## src/rtl/csc_pkg.sv

```systemverilog
package csc_pkg;
  localparam int IDX_W = 8;
  localparam int OFF_W = 6;
  localparam int DAT_W = 8;
  localparam int STEER_W = 4;

  localparam logic [OFF_W-1:0] OFF_STAT = 6'd1;
  localparam logic [OFF_W-1:0] OFF_CHG  = 6'd4;
  localparam logic [OFF_W-1:0] OFF_CFG  = 6'd5;

  localparam int BIT_CD    = 3;
  localparam int BIT_BWARN = 1;
  localparam int BIT_BDEAD = 0;

  localparam logic [DAT_W-1:0] SRC_MASK = 8'h0B;
  localparam logic [DAT_W-1:0] CFG_MASK = 8'hFB;

  typedef struct packed {
    logic       pwr;
    logic       rdy;
    logic       wp;
    logic [1:0] det;
    logic [1:0] bvd;
  } pins_t;

  localparam int PINS_W = $bits(pins_t);
endpackage

```

## src/rtl/csc_sync.sv

```systemverilog
module csc_sync #(
  parameter int W = 1
) (
  input  logic         clk_i,
  input  logic         rst_ni,
  input  logic [W-1:0] d_i,
  output logic [W-1:0] q_o
);
  logic [W-1:0] meta_q, sync_q;

  always_ff @(posedge clk_i or negedge rst_ni) begin
    if (!rst_ni) begin
      meta_q <= '0;
      sync_q <= '0;
    end else begin
      meta_q <= d_i;
      sync_q <= meta_q;
    end
  end

  assign q_o = sync_q;
endmodule

```

## src/rtl/csc_event.sv

```systemverilog
module csc_event
  import csc_pkg::*;
(
  input  logic             clk_i,
  input  logic             rst_ni,
  input  pins_t            pins_i,
  input  logic             ack_i,
  output logic [DAT_W-1:0] ev_o,
  output logic [DAT_W-1:0] chg_o
);
  logic present, warn, dead;
  logic prev_present_q, prev_warn_q, prev_dead_q;
  logic [DAT_W-1:0] chg_q;

  assign present = &pins_i.det;
  assign warn    = (pins_i.bvd == 2'b10);
  assign dead    = ~pins_i.bvd[1];

  always_comb begin
    ev_o = '0;
    ev_o[BIT_CD]    = present ^ prev_present_q;
    ev_o[BIT_BWARN] = warn & ~prev_warn_q;
    ev_o[BIT_BDEAD] = dead & ~prev_dead_q;
  end

  always_ff @(posedge clk_i or negedge rst_ni) begin
    if (!rst_ni) begin
      prev_present_q <= 1'b0;
      prev_warn_q    <= 1'b0;
      prev_dead_q    <= 1'b0;
      chg_q          <= '0;
    end else begin
      prev_present_q <= present;
      prev_warn_q    <= warn;
      prev_dead_q    <= dead;
      // a new event outranks the clearing read
      chg_q          <= (ack_i ? '0 : chg_q) | ev_o;
    end
  end

  assign chg_o = chg_q;
endmodule

```

## src/rtl/csc_regs.sv

```systemverilog
module csc_regs
  import csc_pkg::*;
#(
  parameter bit CTRL_ID = 1'b0,
  parameter bit SOCK_ID = 1'b1
) (
  input  logic               clk_i,
  input  logic               rst_ni,
  input  logic [IDX_W-1:0]   sel_i,
  input  logic               rd_i,
  input  logic               wr_i,
  input  logic [DAT_W-1:0]   wdata_i,
  input  pins_t              pins_i,
  input  logic [DAT_W-1:0]   chg_i,
  output logic [DAT_W-1:0]   rdata_o,
  output logic [DAT_W-1:0]   cfg_o,
  output logic               ack_o
);
  logic             hit;
  logic [OFF_W-1:0] off;
  logic [DAT_W-1:0] cfg_q;

  assign hit = (sel_i[IDX_W-1] == CTRL_ID) && (sel_i[IDX_W-2] == SOCK_ID);
  assign off = sel_i[OFF_W-1:0];

  always_ff @(posedge clk_i or negedge rst_ni) begin
    if (!rst_ni)                        cfg_q <= '0;
    else if (wr_i && hit && off == OFF_CFG) cfg_q <= wdata_i & CFG_MASK;
  end

  always_comb begin
    rdata_o = '0;
    if (rd_i && hit) begin
      unique case (off)
        OFF_STAT: rdata_o = {1'b0, pins_i};
        OFF_CHG:  rdata_o = chg_i & SRC_MASK;
        OFF_CFG:  rdata_o = cfg_q;
        default:  rdata_o = '0;
      endcase
    end
  end

  assign ack_o = rd_i && hit && (off == OFF_CHG);
  assign cfg_o = cfg_q;
endmodule

```

## src/rtl/csc_irq_unit.sv

```systemverilog
module csc_irq_unit
  import csc_pkg::*;
#(
  parameter bit CTRL_ID = 1'b0,
  parameter bit SOCK_ID = 1'b1
) (
  input  logic               clk_i,
  input  logic               rst_ni,
  input  logic [1:0]         det_i,
  input  logic [1:0]         bvd_i,
  input  logic               wp_i,
  input  logic               rdy_i,
  input  logic               pwr_good_i,
  input  logic [IDX_W-1:0]   reg_sel_i,
  input  logic               reg_rd_i,
  input  logic               reg_wr_i,
  input  logic [DAT_W-1:0]   reg_wdata_i,
  output logic [DAT_W-1:0]   reg_rdata_o,
  output logic               irq_o,
  output logic [STEER_W-1:0] irq_num_o
);
  pins_t            raw_w, pins_w;
  logic [DAT_W-1:0] ev_w, chg_w, cfg_w;
  logic             ack_w;

  assign raw_w = '{pwr: pwr_good_i, rdy: rdy_i, wp: wp_i, det: det_i, bvd: bvd_i};

  csc_sync #(.W(PINS_W)) u_sync (
    .clk_i (clk_i),
    .rst_ni(rst_ni),
    .d_i   (raw_w),
    .q_o   (pins_w)
  );

  csc_event u_event (
    .clk_i (clk_i),
    .rst_ni(rst_ni),
    .pins_i(pins_w),
    .ack_i (ack_w),
    .ev_o  (ev_w),
    .chg_o (chg_w)
  );

  csc_regs #(.CTRL_ID(CTRL_ID), .SOCK_ID(SOCK_ID)) u_regs (
    .clk_i  (clk_i),
    .rst_ni (rst_ni),
    .sel_i  (reg_sel_i),
    .rd_i   (reg_rd_i),
    .wr_i   (reg_wr_i),
    .wdata_i(reg_wdata_i),
    .pins_i (pins_w),
    .chg_i  (chg_w),
    .rdata_o(reg_rdata_o),
    .cfg_o  (cfg_w),
    .ack_o  (ack_w)
  );

  assign irq_o     = |(chg_w & cfg_w & SRC_MASK);
  assign irq_num_o = cfg_w[DAT_W-1 -: STEER_W];
endmodule


```

## config.mk

```make
export PLATFORM = sky130hd
export DESIGN_NAME = csc_irq_unit
export DESIGN_NICKNAME = d
export VERILOG_FILES = /design/src/rtl/csc_pkg.sv /design/src/rtl/csc_sync.sv /design/src/rtl/csc_event.sv /design/src/rtl/csc_regs.sv /design/src/rtl/csc_irq_unit.sv
export SDC_FILE = /design/constraint.sdc
export NUM_CORES = 1
export LEC_CHECK = 0
export ABC_AREA = 1
export BUFFER_PORTS_ARGS = -buffer_cell sky130_fd_sc_hd__buf_4
export CAP_MARGIN = 20
export CORE_MARGIN = 4
export CORE_UTILIZATION = 35
export DETAILED_ROUTE_END_ITERATION = 10
export PLACE_DENSITY = 0.6
export REMOVE_ABC_BUFFERS = 1
export SETUP_SLACK_MARGIN = 0.02
export SYNTH_ARGS = -nofsm -noshare
export SYNTH_HDL_FRONTEND = slang
export SYNTH_SLANG_ARGS = --single-unit
export TNS_END_PERCENT = 50
```

## constraint.sdc

```tcl
create_clock -name clk_i -period 1.5 [get_ports clk_i]
set_clock_uncertainty 0.15 [all_clocks]
set_input_delay 0.3 -clock clk_i [delete_from_list [all_inputs] [get_ports clk_i]]
set_output_delay 0.3 -clock clk_i [all_outputs]
set_load 0.05 [all_outputs]
```

==> impl_metrics.py <==
metrics = {
    "synthesis": {
        "synth_simple_gate_area_share_pct": 30.4,
        "seq_area_frac_synth_pct": 57.2,
        "yosysTopAreaCell": "dfrtp_1",
        "synth_compound_area_share_pct": 3.07,
        "synthAdderAreaFrac_pct": 0,
        "netlist.area_leader.share_pct": 57.2,
        "synthTopCellsByArea": "dfrtp_1 (57%), nand2_1 (11%), nand3_1 (8.1%), inv_1 (4.4%), nand4_1 (3.2%)",
        "syn_area_per_cell_sq_um": 9.16,
        "synth_cells": 129,
        "syn_area_sq_um": 1180,
        "synth_top_family_by_area": "simple AND/OR/NAND/NOR gates",
        "synth_cell_type_count": 20,
        "ys_warn_count": 0,
        "synth.mux.area_fraction_pct": 0,
        "synth-seq-cells": 27,
        "synth_xor_area_share_pct": 0.742,
    },
    "final_layout": {
        "layout-drive-gt1-share_pct": 39.9,
        "layout_common_cells": "buf_4 (35), nand2_1 (32), dfrtp_1 (27)",
        "area_growth_pct": 50.1,
        "nets": 211,
        "finalInstanceArea_sq_um": 1770,
        "antennaDiodeCount": 0,
        "mostFrequentLayoutCell": "buf_4",
    },
    "clock_tree": {
        "clock_path_buffers": 2,
        "htree_levels": 1,
        "cts-root-buf": "clkbuf_4",
        "clock_latency_ns": 0.31,
        "clk_pin_slew_worst_paths_ns": 0.14,
        "cts_tree": "yes",
        "cts_buffers": 3,
        "clock-sinks": 27,
    },
    "timing": {
        "layout_min_cycle_time_ns": 1.69,
        "rsz0062_at_grt": "true",
        "period_share_pct": 113,
        "fmaxAchievable_ghz": 0.592,
        "finalHoldViolCount": 0,
        "fin_tns_setup_ns": -1.25,
        "tightest_slew_ns": 0.319,
        "maxSlewViolCount": 0,
        "setup_viol_count_final": 9,
        "slew-limit-headroom_pct": 78.7,
        "layout_setup_ws_ns": -0.188,
    },
    "status": {
        "violations": "setup timing",
        "outcome": "finished, violations left",
    },
    "power": {
        "power_switching_mw": 0.333,
        "pwr_density_cell_nw_per_um2": 734,
        "combPwrFrac_pct": 17.3,
        "p_clk_share_pct": 23.0,
        "vdd_drop_max_mv": 0.436,
        "p_leak_nw": 0.928,
        "cellInternalPower_mw": 0.968,
        "seq_power_share_pct": 59.8,
        "p_sw_share_pct": 25.6,
    },
    "worst_setup_path": {
        "path_cells": "buf_4, nor2_4, nand3_2, a21oi_4, nand2_1, inv_1, buf_6",
        "worst-setup-path-type": "in -> out",
        "path_max_fanout": 4,
        "cp-end-kind": "output port",
        "cp-start-kind": "primary input",
        "required_ns": 1.05,
        "crit_arrival_ns": 1.24,
        "cp_slowest_stage_delay_ns": 0.21,
        "cp_slowest_cell": "a21oi_4",
    },
    "drt": {
        "vias": 1034,
        "via_per_inst": 4.56,
        "avgRoutedWirePerCell_microns": 12.0,
        "drt-total-wl_microns": 2740,
        "ant_nets": 0,
        "drt_iter0_markers": 9,
        "firstDrtPassIters": 5,
        "route.detailed.drc": 0,
    },
    "die": {
        "die_w_microns": 66.1,
        "start_util_pct": 37.8,
        "core_sq_um": 3130,
        "dieArea_sq_um": 4370,
        "ios": 40,
        "die_h_microns": 66.1,
        "rows": 20,
    },
    "grt": {
        "grt_pass1_wl_microns": 4440,
        "overflow": 0,
        "grt_pass1_vias": 1033,
        "grt_use_total_pct": 13.1,
        "grt_max_degree": 28,
        "antenna_found_initial": 0,
    },
    "min_path": {
        "hold_path_class": "in -> reg",
    },
    "placed_design": {
        "routabilityCongestion": 0.816,
        "dp_hpwl_microns": 2160,
        "io_buffers": 38,
        "place_ws_ns": -0.269,
        "placed_area_sq_um": 1540,
    },
    "flow_run": {
        "maxCapViolCount": 0,
    },
}
[worst paths after layout]
check                            startpoint               end  slack (ns)  depth (start not counted)
max                            reg_sel_i[5]    reg_rdata_o[4]       -0.19                          7
min                          reg_wdata_i[0]   u_regs.cfg_o[0]        0.06                          3
max reg2reg                   u_sync.q_o[2]  u_event.chg_o[3]        0.53                          3
min reg2reg                u_sync.meta_q[3]     u_sync.q_o[3]        0.21                          0
max in group asynchronous            rst_ni  u_event.chg_o[0]        0.70                          2
min in group asynchronous            rst_ni     u_sync.q_o[4]        0.26                          2
[what timing repair did]
item,in CTS,in global routing
hold buffers,8,0
setup buffers,1,0
cloned,0,0
endpoints found under the hold margin,34,0
setup endpoints to repair,9,9
gates resized for setup,25,8
pin swaps,9,10
[area by class of cell]
| type | count | area (sq um) |
|---|---|---|
| multi-input combinational | 81 | 452 |
| tap | 44 | 55.1 |
| timing repair buffer | 56 | 504 |
| clock inverter | 1 | 5.00 |
| clock buffer | 3 | 22.5 |
| fill | 293 | 1360 |
| sequential | 27 | 676 |
| inverter | 15 | 58.8 |
[through the flow]
stage	hold slack [ns]	util, %	total power, mW	cells
2_1_floorplan	-0.146	-	0.864	123
3_3_place_gp	0.0766	49.4	0.974	214
3_5_place_dp	0.0774	49.4	0.979	214
4_1_cts	0.0433	55.7	1.32	227
5_1_grt	0.0490	56.7	1.37	227
6_report	0.0555	56.7	1.30	227
[sequential cells by signal (all words and copies together), names as in the netlist]
name                    flops
u_event.prev_dead_q         1
u_event.prev_warn_q         1
u_regs.cfg_o                7
u_sync.meta_q               7
u_sync.q_o                  7
u_event.chg_o               3
u_event.prev_present_q      1
[metal layers]
metal / up-vias / global-route usage [%] / wire [microns]
li1: 518 / - / -
met1: 485 / 16.8 / 1150
met2: 29 / 23.0 / 1420
met3: 2 / 1.87 / 147
met4: 0 / 3.05 / 15
met5: - / 0 / 0
[cells by family (layout without fill, tap and decap cells)]
group	after synthesis	count (layout)
AND/OR/NAND/NOR	74	74
flip-flops	27	27
XOR/XNOR	1	1
buffers and inverters	21	75
AO/OA/AOI/OAI	6	6
[power by group through the flow]
stage | registers, mW | clock network (mW) | logic (mW)
after floorplan | 0.805 | 0 | 0.0593
after global routing | 0.782 | 0.341 | 0.245
after CTS | 0.778 | 0.318 | 0.220
after global placement | 0.790 | 0 | 0.184
after detailed placement | 0.792 | 0 | 0.187
final | 0.777 | 0.299 | 0.224
[critical path: cells and delay by family]
family | cells | cell delay [ns]
and+or+nand+nor | 3 | 0.37
buffers and inverters | 3 | 0.34
AOI/OAI and AO/OA | 1 | 0.21
[synthesized netlist by cell type (all sizes together)]
master / count
a21oi: 1
clkbuf: 1
buf: 5
nand2: 37
nand3: 19
inv: 15
nand4: 6
xor2: 1
and3: 2
o31ai: 1
o21ai: 4
nor2: 9
dfrtp: 27
nor3: 1
Note: power is estimated with default switching activity, not from simulation.
